--- config.mk ---
export PLATFORM = sky130hd
export DESIGN_NAME = irsl_baud_gen
export DESIGN_NICKNAME = d
export VERILOG_FILES = /design/src/rtl/irsl_pkg.sv /design/src/rtl/irsl_prescale.sv /design/src/rtl/irsl_reload.sv /design/src/rtl/irsl_oversample.sv /design/src/rtl/irsl_baud_gen.sv
export SDC_FILE = /design/constraint.sdc
export NUM_CORES = 1
export LEC_CHECK = 0
export CAP_MARGIN = 20
export CORE_AREA = 2 2 74 48
export DETAILED_ROUTE_END_ITERATION = 10
export DIE_AREA = 0 0 76 50
export PLACE_DENSITY_LB_ADDON = 0.12
export SKIP_CTS_REPAIR_TIMING = 1
export SLEW_MARGIN = 20
export SYNTH_ARGS = -nofsm -noshare
export SYNTH_HDL_FRONTEND = slang
export SYNTH_SLANG_ARGS = --single-unit
--- constraint.sdc ---
create_clock -name clk -period 1.5 [get_ports clk]
set_input_delay 0.225 -clock clk [delete_from_list [all_inputs] [get_ports clk]]
set_output_delay 0.225 -clock clk [all_outputs]
set_load 0.05 [all_outputs]
--- src/rtl/irsl_pkg.sv ---
package irsl_pkg;
    localparam int unsigned CNT_W      = 6;
    localparam int unsigned RTO_W      = 2;
    localparam int unsigned PRESCALE   = 26;
    localparam int unsigned OVERSAMPLE = 16;
    localparam int unsigned RST_COUNT  = 11;
    localparam int unsigned RTO_MAX    = 2;

    typedef struct packed {
        logic [CNT_W-1:0] cnt;
        logic [RTO_W-1:0] rto;
    } cfg_t;
endpackage

--- src/rtl/irsl_prescale.sv ---
module irsl_prescale #(
    parameter int unsigned DIV = 26
) (
    input  logic clk,
    input  logic rst_n,
    output logic tick_o
);
    localparam int unsigned PW = (DIV > 1) ? $clog2(DIV) : 1;
    localparam logic [PW-1:0] LAST = PW'(DIV - 1);

    logic [PW-1:0] pre_d, pre_q;

    assign tick_o = (pre_q == LAST);

    always_comb begin
        pre_d = tick_o ? '0 : pre_q + 1'b1;
    end

    always_ff @(posedge clk or negedge rst_n) begin
        if (!rst_n) pre_q <= '0;
        else        pre_q <= pre_d;
    end

    // the prescale count wraps to zero right after its terminal value
    a_r2_prescale_wrap: assert property (@(posedge clk) disable iff (!rst_n)
        tick_o |=> (pre_q == '0));
endmodule

--- src/rtl/irsl_reload.sv ---
module irsl_reload #(
    parameter int unsigned CNT_W     = 6,
    parameter int unsigned RST_COUNT = 11
) (
    input  logic             clk,
    input  logic             rst_n,
    input  logic             step_i,
    input  logic [CNT_W-1:0] load_i,
    output logic             fire_o
);
    typedef struct packed {
        logic [CNT_W-1:0] div;
        logic             fire;
    } rl_t;

    rl_t st_d, st_q;

    always_comb begin
        st_d      = st_q;
        st_d.fire = 1'b0;
        if (step_i) begin
            if (st_q.div == '0) begin
                st_d.div  = load_i;
                st_d.fire = 1'b1;
            end else begin
                st_d.div = st_q.div - 1'b1;
            end
        end
    end

    always_ff @(posedge clk or negedge rst_n) begin
        if (!rst_n) st_q <= '{div: CNT_W'(RST_COUNT), fire: 1'b0};
        else        st_q <= st_d;
    end

    assign fire_o = st_q.fire;

    // sample strobe never lasts two cycles
    a_r3_single_pulse: assert property (@(posedge clk) disable iff (!rst_n)
        fire_o |=> !fire_o);
    // a strobe follows only a prescale step that found the counter empty
    a_r5_fire_on_reload: assert property (@(posedge clk) disable iff (!rst_n)
        fire_o |-> $past(step_i));
endmodule

--- src/rtl/irsl_oversample.sv ---
module irsl_oversample #(
    parameter int unsigned OS = 16
) (
    input  logic clk,
    input  logic rst_n,
    input  logic samp_i,
    output logic bit_o
);
    localparam int unsigned OW = (OS > 1) ? $clog2(OS) : 1;
    localparam logic [OW-1:0] LAST = OW'(OS - 1);

    typedef struct packed {
        logic [OW-1:0] phase;
        logic          bit_stb;
    } os_t;

    os_t st_d, st_q;

    always_comb begin
        st_d         = st_q;
        st_d.bit_stb = 1'b0;
        if (samp_i) begin
            if (st_q.phase == LAST) begin
                st_d.phase   = '0;
                st_d.bit_stb = 1'b1;
            end else begin
                st_d.phase = st_q.phase + 1'b1;
            end
        end
    end

    always_ff @(posedge clk or negedge rst_n) begin
        if (!rst_n) st_q <= '0;
        else        st_q <= st_d;
    end

    assign bit_o = st_q.bit_stb;

    // a bit strobe comes one cycle after a sample strobe
    a_r4_bit_after_sample: assert property (@(posedge clk) disable iff (!rst_n)
        bit_o |-> $past(samp_i));
endmodule

--- src/rtl/irsl_baud_gen.sv ---
module irsl_baud_gen
    import irsl_pkg::*;
(
    input  logic             clk,
    input  logic             rst_n,
    input  logic             slow_mode,
    input  logic             cnt_wr_en,
    input  logic [CNT_W-1:0] cnt_wr_data,
    input  logic             rto_wr_en,
    input  logic [RTO_W-1:0] rto_wr_data,
    output logic [CNT_W-1:0] baud_count,
    output logic [RTO_W-1:0] rto_sel,
    output logic             sample_tick,
    output logic             bit_tick
);
    cfg_t cfg_d, cfg_q;
    logic pre_tick;

    always_comb begin
        cfg_d = cfg_q;
        if (cnt_wr_en && slow_mode)
            cfg_d.cnt = cnt_wr_data;
        if (rto_wr_en && (rto_wr_data <= RTO_W'(RTO_MAX)))
            cfg_d.rto = rto_wr_data;
    end

    always_ff @(posedge clk or negedge rst_n) begin
        if (!rst_n) cfg_q <= '{cnt: CNT_W'(RST_COUNT), rto: '0};
        else        cfg_q <= cfg_d;
    end

    assign baud_count = cfg_q.cnt;
    assign rto_sel    = cfg_q.rto;

    irsl_prescale #(.DIV(PRESCALE)) u_pre (
        .clk    (clk),
        .rst_n  (rst_n),
        .tick_o (pre_tick)
    );

    irsl_reload #(.CNT_W(CNT_W), .RST_COUNT(RST_COUNT)) u_reload (
        .clk    (clk),
        .rst_n  (rst_n),
        .step_i (pre_tick),
        .load_i (cfg_q.cnt),
        .fire_o (sample_tick)
    );

    irsl_oversample #(.OS(OVERSAMPLE)) u_os (
        .clk    (clk),
        .rst_n  (rst_n),
        .samp_i (sample_tick),
        .bit_o  (bit_tick)
    );

    // count writes outside the slow mode leave the count untouched
    a_r6_cnt_locked: assert property (@(posedge clk) disable iff (!rst_n)
        (cnt_wr_en && !slow_mode) |=> $stable(baud_count));
    // the illegal timeout code never lands
    a_r7_rto_illegal: assert property (@(posedge clk) disable iff (!rst_n)
        (rto_wr_en && rto_wr_data == 2'd3) |=> $stable(rto_sel));
    // the held timeout select is always a legal code
    a_r7_rto_legal: assert property (@(posedge clk) disable iff (!rst_n)
        rto_sel != 2'd3);
endmodule

After elaboration in Yosys (flattened, before gate mapping)

Index checks and enable logic that the tools add are counted.

Add/sub/neg operators: 3
Magnitude comparators: 1
Equal/unequal tests: 2
Multiplexer cells: 7
Reductions and logical operators: 3

Operators by type and width:

| operator                                                           | count |
|---|---|
| 6-bit logical NOT                                                  | 1 |
| 6-bit 2-to-1 mux                                                   | 1 |
| 6-bit by 1-bit subtractor with 6-bit output, second input constant | 1 |
| 5-bit by 1-bit adder with 5-bit output, second input constant      | 1 |
| 5-bit == test, second input constant                               | 1 |
| 5-bit 2-to-1 mux                                                   | 1 |
| 4-bit by 1-bit adder with 4-bit output, second input constant      | 1 |
| 4-bit == test, second input constant                               | 1 |
| 1-bit 2-to-1 mux                                                   | 4 |
| 4-bit 2-to-1 mux                                                   | 1 |
| 2-bit <= comparator, second input constant                         | 1 |
| 1-bit logical AND                                                  | 2 |

Register bits after elaboration: 25
Output and inout port bits: 10
Logic and storage cells: 23

Depth between registers and ports, before layout

Gate-level depths: netlist (run 1).

Depth after elaboration: 3
Mapped depth: 7

Cells and area by module

Synthesis (run 1) repeated with hierarchy kept, for this count alone.

Cell total of the unflattened synthesis: 103
Area total of the unflattened synthesis: 1,253.7 sq um

By module, submodules not included:

| module          | instances | cells each | area each (sq um) |
|---|---|---|---|
| irsl_reload     | 1         | 42         | 434.2 |
| irsl_baud_gen   | 1         | 20         | 334.1 |
| irsl_prescale   | 1         | 24         | 266.5 |
| irsl_oversample | 1         | 17         | 219.0 |

Worst setup path after synthesis (run 1)

No wires, ideal clock.

Path kind: register to register
From: reg u_reload.st_q[1] (netlist bit)
To: reg u_reload.st_q[4] (netlist bit)
Library setup time: 0.091 ns
Arrival time: 1.336 ns
Setup slack: 0.073 ns
Stages on the path, launching flop included: 6
Buffers on the path: 0
Cells stage by stage: dfstp_2 > inv_1 > ha_1 > or3b_4 > o211ai_1 > o31ai_1

Cells in the longest elaborated chain, start to end: 2

RTL lines:

| what                                                                                    | line                                 | RTL |
|---|---|---|
| start, declared                                                                         | irsl_reload.sv:16                    | `rl_t st_d, st_q;` |
| start signal, assigned                                                                  | irsl_reload.sv:32                    | `if (!rst_n) st_q <= '{div: CNT_W'(RST_COUNT), fire: 1'b0};` |
| start signal, assigned                                                                  | irsl_reload.sv:33                    | `else st_q <= st_d;` |
| 6-bit by 1-bit subtractor with 6-bit output / 6-bit logical NOT (equally long branches) | irsl_reload.sv:26, irsl_reload.sv:22 |  |
| 6-bit 2-to-1 mux *                                                                      | irsl_reload.sv:22                    | `if (st_q.div == '0) begin` |

Every way passes the cells marked *; elsewhere a longest branch is shown, timed or not.
A chain may end at the register's enable or synchronous reset.

Worst setup path after layout (run 1)

From: reg u_reload.st_q[1] (netlist bit)
To: reg u_reload.st_q[1] (netlist bit)

The elaborated chain is that of the path after synthesis.

==> results.json, run 1 <==
{
  "status": "finished, final reports clean",
  "period_share_pct": 98.0,
  "num-nets-final": 159,
  "cts_sinks": 25,
  "dr.pass1.iters": 4,
  "p_leak_nw": 0.701,
  "ctsRootBufferMaster": "clkbuf_8",
  "area_growth_pct": 38.3,
  "yosysTopAreaCell": "dfrtp_1",
  "crit_path_start_kind": "flip-flop",
  "pwr-share-seq_pct": 50.0,
  "ys.flop_type": "dfrtp_1",
  "cts_tree": "yes",
  "grt.met2_usage_pct": 21.7,
  "drive_above_1_share_pct": 30.7,
  "dp_cells": 179,
  "worst_slack_ns": 0.0304,
  "drc": 0,
  "r2r_start": "u_reload.st_q[1]$_DFFE_PN1N_",
  "die_w_um": 76,
  "async_reset_ff_share_pct": 100,
  "syn-cell-area_mm2": 0.00119,
  "start_util_pct": 38.5,
  "grt_util_met3_pct": 5.31,
  "finalInstanceArea_mm2": 0.00165,
  "hold_viol_final": 0,
  "ir_drop_mv": 0.593,
  "grt_pass1_vias": 894,
  "cp-end-kind": "flip-flop",
  "gp_congestion": 0.839,
  "crit_slowest_cell": "or3b_4",
  "fin_cells": 185,
  "tightest_slew_ns": 0.342,
  "io_pins": 23,
  "drtAntennaViolNets": 0,
  "htreeDepth": 1,
  "avgSynthCellArea_um2": 11.0,
  "track_usage_pct": 14.1,
  "synth_seq_cells": 25,
  "ff2ff_setup_slack_ns": 0.03,
  "core_area_mm2": 0.00310,
  "die_h_um": 50,
  "insertion_delay_ns": 0.27,
  "max_slew_margin_pct": 77.2,
  "postSynthCellCount": 109,
  "setup_violations": 0,
  "placementRows": 16,
  "clock_path_buffers": 2,
  "synth_top_area_share_pct": 39.8,
  "layout_common_cells": "dfrtp_1 (19), nor2_1 (14), clkdlybuf4s50_1 (12), nand2_1 (10), buf_4 (10)",
  "rsz0062_at_grt": "true",
  "drt_wl_total_mm": 2.39,
  "busiest_layer": "met2",
  "synth_edf_count": 0,
  "synthTopCellsByArea": "dfrtp_1 (40%), dfstp_2 (13%), mux2_2 (6.6%)",
  "dpl_worst_slack_ns": 0.00203,
  "initialDrtViolationCount": 29,
  "syn-num-nets": 127,
  "cp_max_fo": 5,
  "synth-seq-area-share_pct": 53.0,
  "internal_power_w": 0.00113,
  "clk_pin_slew_ns": 0.09,
  "synth.distinct_cells": 35,
  "critPathBufInv": 1,
  "path_cells": "inv_2 > ha_4 > or3b_4 > nor3_1 > o211ai_1",
  "grt-ovfl-total": 0,
  "holdWs_ns": 0.309,
  "dieArea_mm2": 0.00380,
  "grt_use_met1_pct": 19.1,
  "viasPerCell": 4.99,
  "finalMaxSlewViolations": 0,
  "path_delay_family": "simple AND/OR/NAND/NOR gates",
  "power_density_mw_per_mm2": 980,
  "synth_warnings": 0,
  "worst-endpoint-required_ns": 1.69,
  "tns_ns": 0,
  "antenna_cells": 0,
  "switching_share_pct": 30.3,
  "power_frac_comb_pct": 25.0,
  "avgRoutedWirePerCell_um": 12.9,
  "hp-class": "primary input to asynchronous set/reset pin",
  "min_period_ns": 1.47,
  "antenna_found_initial": 0,
  "worst_ep_arrival_time_ns": 1.66,
  "fin_skew_ns": 0.00287,
  "maxCapViolations": 0,
  "hpwl_mm": 1.72,
  "switching_power_w": 0.000491,
  "cts_made_buffers": 3,
  "critical_path_class": "flip-flop to flip-flop",
  "max_stage_delay_ns": 0.41,
  "placed_area_mm2": 0.00154,
  "crit_start": "u_reload.st_q[1]$_DFFE_PN1N_",
  "layout_commonest_cell": "dfrtp_1",
  "grt_pass1_wl_mm": 4.23,
  "clock.fmax_ghz": 0.680,
  "grt_max_degree": 26,
  "p_clk_share_pct": 25.1,
  "numPortBuffers": 22,
  "num_vias": 924
}
## cell type report
| type | count | area [µm²] |
|---|---|---|
| fill | 269 | 1450 |
| clock buffer | 4 | 45.0 |
| inverter | 6 | 22.5 |
| timing repair buffer | 30 | 338 |
| sequential | 25 | 633 |
| tap | 45 | 56.3 |
| multi-input combinational | 75 | 556 |
## cells in the mapped netlist (2+ instances only)
library cell and instances:
nor2b_1 2, dfstp_2 6, mux2_2 7, nor3_1 3, o211ai_1 3, nand2_1 10, nand4_1 3, nor2_1 14
a21oi_1 2, inv_1 6, xnor2_1 3, ha_1 5, mux2i_1 2, o21ai_0 4, dfrtp_1 19
## sequential cells by signal, summed over array words and instances, names as in the netlist
register	cells
u_os.st_q	4
baud_count	6
u_os.bit_o	1
rto_sel	2
u_reload.fire_o	1
u_reload.st_q	6
u_pre.pre_q	5
## power by group through the flow
stage / registers, W / logic [W] / clock network [W]
2_1_floorplan: 0.000901 / 0.000105 / 0
3_3_place_gp: 0.000816 / 0.000388 / 0
3_5_place_dp: 0.000817 / 0.000390 / 0
4_1_cts: 0.000805 / 0.000391 / 0.000422
5_1_grt: 0.000820 / 0.000435 / 0.000451
6_report: 0.000808 / 0.000404 / 0.000406
## worst reg2reg max path, delay by kind of cell (launching register included)
kind                     cells  cell delay (ns)
adder cells (fa/ha/maj)      1             0.15
buffers and inverters        1             0.08
flip-flops                   1             0.39
AND/OR/NAND/NOR              2             0.64
AO/OA/AOI/OAI                1             0.14
## path summary, 6_finish.rpt
kind / end / cells after the start
max in group asynchronous: baud_count[3]$_DFFE_PN1P_ / 2
min in group clk: u_os.st_q[4]$_DFFE_PN0P_ / 1
hold reg to reg: u_os.st_q[4]$_DFFE_PN0P_ / 1
setup / recovery: u_reload.st_q[1]$_DFFE_PN1N_ / 5
setup reg to reg: u_reload.st_q[1]$_DFFE_PN1N_ / 5
hold / removal: rto_sel[1]$_DFFE_PN0P_ / 2
## per-stage QoR
stage | util, % | total power [W]
after floorplan | - | 0.00101
after global placement | 49.7 | 0.00120
after detailed placement | 49.7 | 0.00121
after CTS | 51.2 | 0.00162
after global routing | 53.2 | 0.00171
final | 53.2 | 0.00162
## routing by layer
| metal | up-vias | routed length [µm] |
|---|---|---|
| li1 | 447 | - |
| met1 | 448 | 1180 |
| met2 | 25 | 1020 |
| met3 | 4 | 177 |
| met4 | 0 | 16 |
| met5 | - | 0 |
## cell families after synthesis
logic type | after synthesis | synth area share, %
and+or+nand+nor | 41 | 17.4
DFF | 25 | 53.0
AOI/OAI and AO/OA | 16 | 9.33
buffers and inverters | 9 | 3.77
muxes | 9 | 8.28
adders and majority gates | 5 | 5.24
xor gates and xnor gates | 4 | 2.94
Power figures use the tool's default switching activity.
==> run 2, diff against run 1 <==
--- a/config.mk
+++ b/config.mk
@@ -5,10 +5,11 @@
 export SDC_FILE = /design/constraint.sdc
 export NUM_CORES = 1
 export LEC_CHECK = 0
+export ABC_AREA = 1
 export CAP_MARGIN = 20
-export CORE_AREA = 2 2 74 48
+export CORE_AREA = 2 2 75 48
 export DETAILED_ROUTE_END_ITERATION = 10
-export DIE_AREA = 0 0 76 50
+export DIE_AREA = 0 0 77 50
 export PLACE_DENSITY_LB_ADDON = 0.12
 export SKIP_CTS_REPAIR_TIMING = 1
 export SLEW_MARGIN = 20
==> results.json, run 2 <==
{
  "num-nets-final": 184,
  "switching_power_w": 0.000467,
  "synth.distinct_cells": 23,
  "insertion_delay_ns": 0.27,
  "power_w": 0.00155,
  "die_w_um": 77,
  "synthTopCellsByArea": "dfrtp_1 (39%), dfstp_2 (13%), nand2_1 (7.9%)",
  "p_clk_share_pct": 25.3,
  "die_h_um": 50,
  "r2r_start": "u_reload.st_q[1]$_DFFE_PN1N_",
  "maxCapViolations": 0,
  "layout_common_cells": "nand2_1 (26), nor2_1 (21), dfrtp_1 (19), inv_1 (16), clkdlybuf4s50_1 (12)",
  "htreeDepth": 1,
  "dpl_worst_slack_ns": 0.144,
  "max_slew_margin_pct": 78.3,
  "placementRows": 16,
  "grt_max_degree": 26,
  "dieArea_mm2": 0.00385,
  "avgRoutedWirePerCell_um": 10.7,
  "power_density_mw_per_mm2": 968,
  "period_share_pct": 91.1,
  "antenna_found_initial": 0,
  "synth_warnings": 0,
  "min_period_ns": 1.37,
  "ff2ff_setup_slack_ns": 0.13,
  "fin_skew_ns": 0.00649,
  "internal_power_w": 0.00109,
  "core_area_mm2": 0.00316,
  "worst_slack_ns": 0.134,
  "status": "finished, final reports clean",
  "holdWs_ns": 0.311,
  "ir_drop_mv": 0.661,
  "power_frac_comb_pct": 23.5,
  "yosys-top-cells-count": "nand2_1 (26), nor2_1 (21), dfrtp_1 (19)",
  "drc": 0,
  "drt_wl_total_mm": 2.24,
  "crit_path_start_kind": "flip-flop",
  "r2r_end": "u_reload.st_q[6]$_DFFE_PN0N_",
  "antenna_cells": 0,
  "fin_cells": 210,
  "cp_max_fo": 5,
  "yosysTopAreaCell": "dfrtp_1",
  "avgSynthCellArea_um2": 8.99,
  "drtAntennaViolNets": 0,
  "start_util_pct": 38.9,
  "hp-class": "primary input to asynchronous set/reset pin",
  "syn-num-nets": 155,
  "synth.most_common_cell": "nand2_1",
  "viasPerCell": 4.53,
  "cts_sinks": 25,
  "track_usage_pct": 12.8,
  "clock.fmax_ghz": 0.732,
  "reg2reg_depth": 8,
  "dp_cells": 206,
  "synth_seq_cells": 25,
  "postSynthCellCount": 137,
  "area_growth_pct": 30.5,
  "tightest_slew_ns": 0.325,
  "hold_viol_final": 0,
  "layout_commonest_cell": "nand2_1",
  "ctsRootBufferMaster": "clkbuf_8",
  "synth_edf_count": 0,
  "hpwl_mm": 1.70,
  "synth-seq-area-share_pct": 51.4,
  "worst_ep_arrival_time_ns": 1.53,
  "gp_congestion": 0.832,
  "clock_path_buffers": 2,
  "grt-ovfl-total": 0,
  "tns_ns": 0,
  "p_leak_nw": 0.761,
  "pwr-share-seq_pct": 51.3,
  "critical_path_class": "flip-flop to flip-flop",
  "cp-end-kind": "flip-flop",
  "worst-endpoint-required_ns": 1.66,
  "io_pins": 23,
  "setup_violations": 0,
  "async_reset_ff_share_pct": 100,
  "crit_start": "u_reload.st_q[1]$_DFFE_PN1N_",
  "drive_above_1_share_pct": 22.4,
  "cts_made_buffers": 3,
  "switching_share_pct": 30.0,
  "syn-cell-area_mm2": 0.00123,
  "grt_pass1_wl_mm": 3.86,
  "finalMaxSlewViolations": 0,
  "cts_tree": "yes",
  "numPortBuffers": 22,
  "num_vias": 952,
  "rsz0062_at_grt": "false",
  "grt_pass1_vias": 854,
  "clk_pin_slew_ns": 0.09,
  "synth_top_area_share_pct": 38.6,
  "ys.flop_type": "dfrtp_1",
  "initialDrtViolationCount": 55,
  "dr.pass1.iters": 4
}
[run 2: cell count changes in the layout (fill, tap and decap cells not counted), moves of 3 or more]
cell     delta
nor2_1      +7
mux2_2      -4
nor2_2      +3
nor2_4      +3
nand3_1    +10
a21oi_1     +4
buf_4       -3
inv_1      +12
nand2_1    +16
[run 2: per-layer routing]
| metal | global-route usage (%) | share of wire, % | up-vias |
|---|---|---|---|
| li1 | - | - | 491 |
| met1 | 17.8 | 51 | 436 |
| met2 | 19.2 | 41 | 23 |
| met3 | 5.13 | 6.6 | 2 |
| met4 | 1.79 | 0.58 | 0 |
| met5 | 0 | 0 | - |
[run 2: cells by family (layout without fill, tap and decap cells)]
kind of cell,after synthesis,count (layout),synth area share (%)
AND/OR/NAND/NOR,71,71,27.9
buffers and inverters,18,46,5.89
multiplexers,3,3,2.74
adder cells (fa/ha/maj),5,5,5.08
AO/OA/AOI/OAI,13,13,5.49
XOR/XNOR,2,2,1.42
flip-flops,25,25,51.4
[run 2: worst max-delay path: stages (launching register included)]
cell	delay, ns
dfstp_2	0.53
inv_1	0.08
ha_1	0.25
nand2_1	0.12
nor2_4	0.05
nand2_1	0.05
nand2_1	0.04
nor2_1	0.11
nor2_2	0.04
[run 2: through the flow]
stage               util (%)  instance area (µm²)
finish                  50.8                 1610
global route            50.8                 1610
CTS                     50.8                 1610
detailed placement      49.3                 1560
global placement        49.3                 1560
floorplan                  -                 1230
[run 2: power groups by stage]
stage | combinational [W] | sequential (W) | clock [W]
4_1_cts | 0.000370 | 0.000798 | 0.000414
6_report | 0.000365 | 0.000797 | 0.000393
2_1_floorplan | 0.000114 | 0.000893 | 0
3_3_place_gp | 0.000366 | 0.000808 | 0
5_1_grt | 0.000395 | 0.000806 | 0.000447
3_5_place_dp | 0.000369 | 0.000811 | 0
[run 2: cell type report]
class / count / area, µm²
multi-input combinational: 94 / 526
tap: 45 / 56.3
clock inverter: 1 / 5.00
clock buffer: 3 / 41.3
timing repair buffer: 24 / 273
fill: 310 / 1560
sequential: 25 / 633
inverter: 18 / 72.6
[run 2: worst max path at each step]
stage                                               to  cells after the start  slack [ns]
after global placement    u_reload.st_q[6]$_DFFE_PN0N_                      8        0.18
after detailed placement  u_reload.st_q[6]$_DFFE_PN0N_                      8        0.14
after global routing      u_reload.st_q[6]$_DFFE_PN0N_                      8       0.007
after CTS                 u_reload.st_q[6]$_DFFE_PN0N_                      8        0.12
final                     u_reload.st_q[6]$_DFFE_PN0N_                      8        0.13
after floorplan           u_reload.st_q[6]$_DFFE_PN0N_                      8        0.20
==> run 3, diff against run 2 <==
--- a/config.mk
+++ b/config.mk
@@ -11,6 +11,7 @@
 export DETAILED_ROUTE_END_ITERATION = 10
 export DIE_AREA = 0 0 77 50
 export PLACE_DENSITY_LB_ADDON = 0.12
+export REMOVE_ABC_BUFFERS = 1
 export SKIP_CTS_REPAIR_TIMING = 1
 export SLEW_MARGIN = 20
 export SYNTH_ARGS = -nofsm -noshare
==> results of run 3 <==
The final DEF is identical to that of run 2; final timing and power are the same.
